## config.mk

```make
export PLATFORM = sky130hd
export DESIGN_NAME = baud_tick_dds
export DESIGN_NICKNAME = d
export VERILOG_FILES = /design/src/rtl/baud_dds_pkg.sv /design/src/rtl/baud_rst_sync.sv /design/src/rtl/baud_inc_table.sv /design/src/rtl/baud_phase_acc.sv /design/src/rtl/baud_tick_dds.sv
export SDC_FILE = /design/constraint.sdc
export NUM_CORES = 1
export LEC_CHECK = 0
export ABC_AREA = 1
export BUFFER_PORTS_ARGS = -buffer_cell sky130_fd_sc_hd__buf_2
export CORE_MARGIN = 8
export CORE_UTILIZATION = 55
export CTS_BUF_LIST = sky130_fd_sc_hd__clkbuf_4
export CTS_CLUSTER_SIZE = 14
export DETAILED_ROUTE_END_ITERATION = 12
export PLACE_DENSITY = 0.79
export SLEW_MARGIN = 0
export SYNTH_ARGS = -nofsm -noshare
export SYNTH_HDL_FRONTEND = slang
export SYNTH_SLANG_ARGS = --single-unit
```

## constraint.sdc

```tcl
create_clock -name clk -period 1.75 [get_ports clk]
set_clock_uncertainty 0.2 [all_clocks]
set_input_delay 0.35 -clock clk [delete_from_list [all_inputs] [get_ports clk]]
set_output_delay 0.35 -clock clk [all_outputs]
set_load 0.005 [all_outputs]
```

## src/rtl/baud_dds_pkg.sv

```systemverilog
package baud_dds_pkg;

  // Rounded phase step that yields 16*baud overflow pulses per second.
  function automatic longint unsigned calc_inc(input longint unsigned baud,
                                               input longint unsigned clk_hz,
                                               input int unsigned     acc_w);
    longint unsigned scaled;
    scaled = (baud * 64'd16) << acc_w;
    return (scaled + (clk_hz / 64'd2)) / clk_hz;
  endfunction

endpackage

```

## src/rtl/baud_rst_sync.sv

```systemverilog
module baud_rst_sync (
  input  logic clk,
  input  logic rst_n,
  output logic rst_sync_n
);
  logic stage1_q;
  logic stage2_q;

  always_ff @(posedge clk or negedge rst_n) begin
    if (!rst_n) begin
      stage1_q <= 1'b0;
      stage2_q <= 1'b0;
    end else begin
      stage1_q <= 1'b1;
      stage2_q <= stage1_q;
    end
  end

  assign rst_sync_n = stage2_q;
endmodule

```

## src/rtl/baud_inc_table.sv

```systemverilog
module baud_inc_table #(
  parameter int unsigned ACC_W      = 16,
  parameter int unsigned CLK_HZ     = 49_152_000,
  parameter int unsigned NUM_RATES  = 4,
  parameter int unsigned BAUD_LIST [NUM_RATES] = '{9600, 19200, 57600, 115200},
  parameter bit          FIXED_RATE = 1'b0,
  parameter int unsigned FIXED_BAUD = 115200,
  parameter int unsigned SEL_W      = 2
) (
  input  logic [SEL_W-1:0] sel,
  output logic [ACC_W-1:0] inc
);
  import baud_dds_pkg::*;

  generate
    if (FIXED_RATE) begin : g_fixed
      localparam logic [ACC_W-1:0] FIXED_INC =
        ACC_W'(calc_inc(64'(FIXED_BAUD), 64'(CLK_HZ), ACC_W));
      logic unused_sel;
      assign unused_sel = ^sel;
      assign inc = FIXED_INC;
    end else begin : g_table
      logic [ACC_W-1:0] step_tab [NUM_RATES];
      for (genvar k = 0; k < NUM_RATES; k++) begin : g_entry
        assign step_tab[k] = ACC_W'(calc_inc(64'(BAUD_LIST[k]), 64'(CLK_HZ), ACC_W));
      end
      if (NUM_RATES == (1 << SEL_W)) begin : g_full
        assign inc = step_tab[sel];
      end else begin : g_guard
        always_comb begin
          if (32'(sel) < NUM_RATES) inc = step_tab[sel];
          else                      inc = step_tab[0];
        end
      end
    end
  endgenerate
endmodule

```

## src/rtl/baud_phase_acc.sv

```systemverilog
module baud_phase_acc #(
  parameter int unsigned ACC_W = 16
) (
  input  logic             clk,
  input  logic             rst_n,
  input  logic [ACC_W-1:0] inc,
  output logic [ACC_W-1:0] acc_o,
  output logic             tick_o
);
  logic [ACC_W-1:0] acc_q, acc_d;
  logic             tick_q, tick_d;
  logic [ACC_W:0]   sum;

  always_comb begin
    sum    = {1'b0, acc_q} + {1'b0, inc};
    acc_d  = sum[ACC_W-1:0];
    tick_d = sum[ACC_W];
  end

  always_ff @(posedge clk or negedge rst_n) begin
    if (!rst_n) begin
      acc_q  <= '0;
      tick_q <= 1'b0;
    end else begin
      acc_q  <= acc_d;
      tick_q <= tick_d;
    end
  end

  assign acc_o  = acc_q;
  assign tick_o = tick_q;
endmodule

```

## src/rtl/baud_tick_dds.sv

```systemverilog
module baud_tick_dds #(
  parameter int unsigned CLK_HZ     = 49_152_000,
  parameter int unsigned ACC_W      = 16,
  parameter int unsigned NUM_RATES  = 4,
  parameter int unsigned BAUD_LIST [NUM_RATES] = '{9600, 19200, 57600, 115200},
  parameter bit          FIXED_RATE = 1'b0,
  parameter int unsigned FIXED_BAUD = 115200,
  localparam int unsigned SEL_W     = (NUM_RATES > 1) ? $clog2(NUM_RATES) : 1
) (
  input  logic             clk,
  input  logic             rst_n,
  input  logic [SEL_W-1:0] rate_sel,
  output logic             tick_o
);
  logic             rst_int_n;
  logic [ACC_W-1:0] inc_w;
  logic [ACC_W-1:0] acc_w;

  baud_rst_sync u_rst_sync (
    .clk        (clk),
    .rst_n      (rst_n),
    .rst_sync_n (rst_int_n)
  );

  baud_inc_table #(
    .ACC_W      (ACC_W),
    .CLK_HZ     (CLK_HZ),
    .NUM_RATES  (NUM_RATES),
    .BAUD_LIST  (BAUD_LIST),
    .FIXED_RATE (FIXED_RATE),
    .FIXED_BAUD (FIXED_BAUD),
    .SEL_W      (SEL_W)
  ) u_table (
    .sel (rate_sel),
    .inc (inc_w)
  );

  baud_phase_acc #(
    .ACC_W (ACC_W)
  ) u_acc (
    .clk    (clk),
    .rst_n  (rst_int_n),
    .inc    (inc_w),
    .acc_o  (acc_w),
    .tick_o (tick_o)
  );
endmodule

```

==> results.txt, run 1 <==
----------------------------------------------------
[Cells and area]
  Final layout net count ... 198
  # fillers ... 173
  Most common cell after layout, fill and taps aside ... sky130_fd_sc_hd__nand2_1
  Layout cell share with drive strength beyond 1 ... 23.4%
  Antenna diode count ... 0
  Synthesis-to-finish area growth ... 24.0%
  Commonest non-fill, non-tap cells in the layout ... sky130_fd_sc_hd__nand2_1, sky130_fd_sc_hd__inv_1, sky130_fd_sc_hd__dfrtp_1
  Finished layout cell area ... 1490 µm²

[Power]
  Largest voltage drop on the vdd net ... 1090 µV
  Leakage dissipation ... 0.000806 µW
  Fraction of power spent switching nets ... 45.5%
  Internal Dissipation ... 1400 µW
  Part of the power in registers ... 32.4%
  Combinational fraction of design power ... 57.8%
  Cell Pwr Density ... 1720 nW/µm²
  Net switching component of the power ... 1170 µW
  Clock Power Share ... 9.8%

[Place]
  Global placement routability congestion ... 0.852
  HPWL after detailed placement ... 2030 µm
  Quantity of I/O buffers inserted on ports ... 4
  Post-place setup slack ... -0.237 ns
  Standard cell area after detailed placement ... 1360 µm²

[Synthesis]
  Total of flip-flops plus latches after synthesis ... 19
  Post-synthesis instance total ... 160
  Cell area after synthesis ... 1200 µm²
  Sequential area share after synthesis ... 39.6%
  Post-Synthesis Net Count ... 173
  Synthesized area per cell ... 7.50 µm²
  Number of unique standard cell types used by synthesis ... 24
  Number of warning messages in the yosys log ... 0

[Setup path]
  Slowest cell on the critical path ... sky130_fd_sc_hd__dfrtp_1
  Delay of the slowest critical-path stage ... 0.41 ns
  Worst Path Max Fanout ... 3
  Startpoint Class ... flop
  Setup CP Type ... flop to flop
  CP required ... 1.76 ns
  Sort of element at the end of the critical path ... flop
  Dominant cell type by count on the critical path ... sky130_fd_sc_hd__buf_4
  Crit path cell chain ... ha_4 -> fa_2 -> nand2_2 -> nand2_4 -> buf_4 -> buf_4 -> xor2_1
  Critical path data arrival time ... 1.83 ns

[GRT]
  Tot GR Track Use ... 14.6%
  Met1 usage in global routing ... 16.3%
  GRT Max-Usage Layer ... met2
  Number of antenna violations at the first check in global routing ... 0
  First-pass GRT wire length ... 4630 µm
  Pin count of the biggest net entering global routing ... 11
  Grt total ovfl ... 0
  Met2 demand-to-capacity share in global routing ... 24.8%
  Vias in the first global route ... 1,116
  Grt met3 use ... 3.05%

[Floorplanning]
  Number of rows created at floorplan ... 17
  Die ar. ... 3930 µm²
  Chip width ... 62.7 µm
  Chip height ... 62.7 µm
  Placeable core region ... 2130 µm²
  Count of pins on the block boundary ... 5
  Initial core utilization ... 56.4%

[Clock tree]
  Deepest clock path buffer count ... 2
  Post-CTS clock slew at the launch and capture registers of the worst setup and hold paths ... 0.11 ns
  Latest clock arrival within the worst-skew pair ... 0.31 ns
  CTS tree ... done
  CTS root buffer ... sky130_fd_sc_hd__clkbuf_4
  Total number of clock tree sinks ... 19
  Number of H-tree levels ... 1
  Cts bufs inserted ... 3

[Timing]
  Setup repair after global routing missed its margin ... yes
  Number of failing hold endpoints at the final stage ... 0
  Max-slew violation count ... 0
  Fin crit period ... 1.82 ns
  Setup_tns ... -0.278 ns
  Achievable clock frequency ... 0.549 GHz
  Final setup violation count ... 5
  Share of the clock period used by the worst path ... 104%
  Final worst setup slack ... -0.0710 ns

[Drt]
  Number of violations reported at the end of detailed-routing iteration 0 ... 53
  Wire length after detailed routing ... 2850 µm
  Routed length per placed instance ... 13.4 µm
  ANT nets after route ... 0
  Iteration count of the initial detailed-routing pass ... 4
  Vias per Instance ... 5.17
  Overall via count from detail_route ... 1,095
  # DRC ... 0

[Status]
  Result of the run ... complete, but fails checks
  Violated checks ... setup timing

[Min path]
  Path class of the lowest-slack min-delay path ... primary input to asynchronous set/reset pin

[Run]
  Max_cap viols ... 0

----------------------------------------------------
[state kept, by name, summed over array words and instances, names as in the netlist]
name,cells
u_acc.acc_o,16
u_acc.tick_o,1
u_rst_sync.rst_sync_n,1
u_rst_sync.stage1_q,1
[logic make-up after synthesis]
kind of cell               count (synthesis)  share of synthesized area (%)
adders and majority gates                  9                           10.0
buffers and inverters                     27                           8.45
and+or+nand+nor                           88                           32.0
DFF                                       19                           39.6
xor gates and xnor gates                   8                           5.84
AOI/OAI and AO/OA                          8                           3.75
other                                      1                          0.313
[synthesized netlist by cell type]
cell	number	share of area, %
sky130_fd_sc_hd__nand3_1	8	3.3
sky130_fd_sc_hd__o21ai_0	2	0.83
sky130_fd_sc_hd__a21oi_1	3	1.3
sky130_fd_sc_hd__nand4_1	4	2.1
sky130_fd_sc_hd__clkinv_1	2	0.63
sky130_fd_sc_hd__dfrtp_1	19	40
sky130_fd_sc_hd__fa_1	1	1.7
sky130_fd_sc_hd__nor2_1	13	4.1
sky130_fd_sc_hd__conb_1	1	0.31
sky130_fd_sc_hd__o21ai_1	1	0.42
sky130_fd_sc_hd__inv_2	2	0.63
sky130_fd_sc_hd__nand2_1	51	16
sky130_fd_sc_hd__nor3_1	2	0.83
sky130_fd_sc_hd__a31oi_1	1	0.52
sky130_fd_sc_hd__xor2_1	8	5.8
sky130_fd_sc_hd__nand3b_1	2	1.3
sky130_fd_sc_hd__nor3_2	1	0.83
sky130_fd_sc_hd__or2_1	1	0.52
sky130_fd_sc_hd__o21ai_2	1	0.73
sky130_fd_sc_hd__nand2_2	3	1.6
sky130_fd_sc_hd__nor2_2	1	0.52
sky130_fd_sc_hd__ha_1	8	8.3
sky130_fd_sc_hd__inv_1	23	7.2
sky130_fd_sc_hd__and2_1	2	1.0
[what timing repair did]
action | CTS | global route
hold buffers | 3 | 0
setup buffers | 0 | 1
pin swaps | 0 | 6
gates resized for setup | 1 | 12
hold endpoints to repair | 9 | 0
endpoints found under the setup margin | 2 | 8
[stage by stage]
stage          hold slack [ns]  total power [µW]  cells  utilization (%)
2_1_floorplan           -0.146              1690    160                -
3_3_place_gp           -0.0714              2040    204             63.8
3_5_place_dp           -0.0702              2120    204             63.8
4_1_cts                  0.129              2390    211             66.8
5_1_grt                  0.131              2760    212             69.9
6_report                 0.128              2560    212             69.9
[power groups by stage]
stage          registers (µW)  clock network, µW  logic [µW]
2_1_floorplan             777                  0         912
3_3_place_gp              807                  0        1230
3_5_place_dp              821                  0        1290
4_1_cts                   809                255        1330
5_1_grt                   850                268        1640
6_report                  831                250        1480
[worst paths after layout]
| path | start | endpoint | slack (ns) | depth (start not counted) |
|---|---|---|---|---|
| min in group clk | u_rst_sync.stage1_q | u_rst_sync.rst_sync_n | 0.18 | 0 |
| hold / removal | rst_n | u_rst_sync.rst_sync_n | 0.13 | 2 |
| setup / recovery | u_acc.acc_o[0] | u_acc.acc_o[4] | -0.07 | 7 |
| setup reg to reg | u_acc.acc_o[0] | u_acc.acc_o[4] | -0.07 | 7 |
| hold reg to reg | u_rst_sync.stage1_q | u_rst_sync.rst_sync_n | 0.18 | 0 |
| max in group asynchronous | u_rst_sync.rst_sync_n | u_acc.acc_o[6] | 0.60 | 1 |
[worst max-delay path, delay by kind of cell (launching register included)]
kind,cells,cell delay (ns)
xor gates and xnor gates,1,0.13
buffers and inverters,2,0.26
adders and majority gates,2,0.56
and+or+nand+nor,2,0.16
DFF,1,0.41
[area by class of cell]
type	count	area (µm²)	area share, %
Clock buffer	4	30.0	2.02
Inverter	27	101	6.81
Multi-Input combinational cell	114	698	46.9
Sequential cell	19	475	32.0
Tap cell	28	35.0	2.35
Timing Repair Buffer	20	148	9.92
[layer usage]
metal	vias up	wire [µm]
met4	0	115
met1	515	1230
met3	9	125
met2	30	1370
li1	541	-
met5	-	0
Note: power is estimated with default switching activity, not from simulation.
==> run 2: changes to the inputs <==
- clock period: 1.75 -> 2.15 ns (I/O delays scaled with it)
==> results.txt, run 2 (same netlist as run 1, synthesis figures left out) <==
----------------------------------------------------
[Status]
  Result of the run ... completed

[Cells and area]
  Layout cell share with drive strength beyond 1 ... 11.6% (-12 points)
  Non-Filler Instances ... 201 (-5.2%)
  Max FFs per register ... 16 (unchanged)
  Post-Route Utilization ... 62.3% (-7.6 points)
  Synthesis-to-finish area growth ... 10.4%
  Finished layout cell area ... 1330 µm² (-11%)
  # fillers ... 189 (+9.2%)
  Antenna diode count ... 0 (unchanged)
  Final layout net count ... 187 (-5.6%)
  Commonest non-fill, non-tap cells in the layout ... sky130_fd_sc_hd__nand2_1, sky130_fd_sc_hd__inv_1, sky130_fd_sc_hd__dfrtp_1
  Most common cell after layout, fill and taps aside ... sky130_fd_sc_hd__nand2_1

[Timing]
  Slew of the pin with the lowest slew margin ... 0.674 ns
  Setup repair after global routing missed its margin ... no
  Share of the clock period used by the worst path ... 89.8% (-14 points)
  Setup_tns ... 0 ns (+0.278 ns)
  Number of failing hold endpoints at the final stage ... 0 (unchanged)
  Max-slew violation count ... 0 (unchanged)
  Final setup violation count ... 0 (-5)
  Achievable clock frequency ... 0.518 GHz (-5.7%)
  Fin crit period ... 1.93 ns (+0.110 ns)
  Worst max-slew margin expressed relative to the limit ... 55.1%

[Setup path]
  Startpoint Class ... flop
  Sort of element at the end of the critical path ... flop
  Crit path cell chain ... ha_1 -> fa_1 -> nand2_1 -> nand2_1 -> nand2_1 -> nand2_1 -> nand2_1 -> nand2_1 -> xor2_1
  Destination of the worst register-to-register timing path ... u_acc.acc_o[10]
  Slowest cell on the critical path ... sky130_fd_sc_hd__dfrtp_1
  Worst r2r path cells ... 9 (+2)
  Startpoint of the most critical register-to-register path ... u_acc.acc_o[0]
  Setup CP Type ... flop to flop
  CP required ... 2.16 ns (+0.40 ns)
  Critical path data arrival time ... 1.94 ns (+0.11 ns)
  Dominant cell type by count on the critical path ... sky130_fd_sc_hd__nand2_1
  Delay of the slowest critical-path stage ... 0.40 ns (about the same)
  Worst Path Max Fanout ... 3 (unchanged)
  Slack of the worst reg-to-reg path ... 0.22 ns (+0.29 ns)

[Clock tree]
  Deepest clock path buffer count ... 2 (unchanged)
  Post-CTS clock slew at the launch and capture registers of the worst setup and hold paths ... 0.12 ns (about the same)
  CTS tree ... done
  Number of H-tree levels ... 1 (unchanged)
  Cts bufs inserted ... 3 (unchanged)
  CTS root buffer ... sky130_fd_sc_hd__clkbuf_4
  Latest clock arrival within the worst-skew pair ... 0.31 ns (about the same)
  Total number of clock tree sinks ... 19 (unchanged)
  Setup Buffers After CTS ... 0 (unchanged)

[Drt]
  Wire length after detailed routing ... 2220 µm (-22%)
  Iteration count of the initial detailed-routing pass ... 4 (unchanged)
  Overall via count from detail_route ... 986 (-10%)
  Vias per Instance ... 4.91 (-5.0%)
  Routed length per placed instance ... 11.1 µm (-18%)
  # DRC ... 0 (unchanged)
  ANT nets after route ... 0 (unchanged)
  Number of violations reported at the end of detailed-routing iteration 0 ... 19 (-64%)

[GRT]
  Pin count of the biggest net entering global routing ... 18 (+7)
  First-pass GRT wire length ... 4120 µm (-11%)
  Tot GR Track Use ... 12.9% (-1.7 points)
  Vias in the first global route ... 1,016 (-9.0%)
  Number of antenna violations at the first check in global routing ... 0 (unchanged)
  Grt total ovfl ... 0 (unchanged)

[Place]
  HPWL after detailed placement ... 1790 µm (-12%)
  Quantity of I/O buffers inserted on ports ... 4 (unchanged)
  Global placement routability congestion ... 0.824 (-3.2%)
  Standard cell area after detailed placement ... 1280 µm² (-5.3%)
  Cells after DPL ... 196 (-3.9%)

[Min path]
  Path class of the lowest-slack min-delay path ... flop to asynchronous set/reset pin

[Floorplanning]
  Chip height ... 62.7 µm (unchanged)
  Count of pins on the block boundary ... 5 (unchanged)
  Chip width ... 62.7 µm (unchanged)
  Die ar. ... 3930 µm² (unchanged)
  Initial core utilization ... 56.4% (unchanged)
  Placeable core region ... 2130 µm² (unchanged)
  Number of rows created at floorplan ... 17 (unchanged)

[Run]
  Max_cap viols ... 0 (unchanged)

[Power]
  Cell Pwr Density ... 1340 nW/µm² (-22%)
  Design Power ... 1780 µW (-31%)
  Largest voltage drop on the vdd net ... 726 µV (-33%)
  Leakage dissipation ... 0.000731 µW (-9.4%)

----------------------------------------------------
run 2: critical path: cells and delay by family (launching register included):
family / cells / cell delay, ns
flops: 1 / 0.40
simple gates: 6 / 0.48
fa+ha+maj: 2 / 0.60
xor+xnor: 1 / 0.13
run 2: per-layer routing:
layer / track usage, % / vias to the layer above / part of all wire, %
li1: - / 517 / -
met1: 14.0 / 443 / 46
met2: 21.7 / 19 / 47
met3: 2.87 / 7 / 3.4
met4: 9.12 / 0 / 3.6
met5: 0 / - / 0
run 2: worst max path at each step:
| stage | startpoint | endpoint | slack [ns] | cells past startpoint |
|---|---|---|---|---|
| floorplan | rate_sel[0] | u_acc.acc_o[10] | 0.20 | 10 |
| global placement | rate_sel[0] | u_acc.acc_o[10] | 0.07 | 11 |
| detailed placement | rate_sel[0] | u_acc.acc_o[14] | 0.01 | 12 |
| CTS | u_acc.acc_o[0] | u_acc.acc_o[10] | 0.20 | 9 |
| global route | u_acc.acc_o[0] | u_acc.acc_o[10] | 0.08 | 9 |
| finish | u_acc.acc_o[0] | u_acc.acc_o[10] | 0.22 | 9 |
run 2: power breakdown:
part	switching [µW]	internal, µW
sequential	140	521
combinational	552	367
clock	124	71.1
run 2: area by class of cell:
class | instances | area, µm² | share of cell area (%)
timing repair buffer | 9 | 60.1 | 4.53
tap | 28 | 35.0 | 2.64
clock inverter | 1 | 7.51 | 0.567
sequential | 19 | 475 | 35.9
inverter | 27 | 101 | 7.65
clock buffer | 3 | 22.5 | 1.70
multi-input combinational | 114 | 623 | 47.0
run 2: stage by stage:
stage	hold WS (ns)	setup WS, ns
floorplan	-0.0656	0.200
global placement	0.0143	0.0660
detailed placement	0.0173	0.0138
CTS	0.124	0.204
global route	0.172	0.0830
finish	0.0859	0.219
run 2: timing repair:
action,CTS,global route
resized for setup,0,0
hold buffers,1,0
hold endpoints to repair,2,0
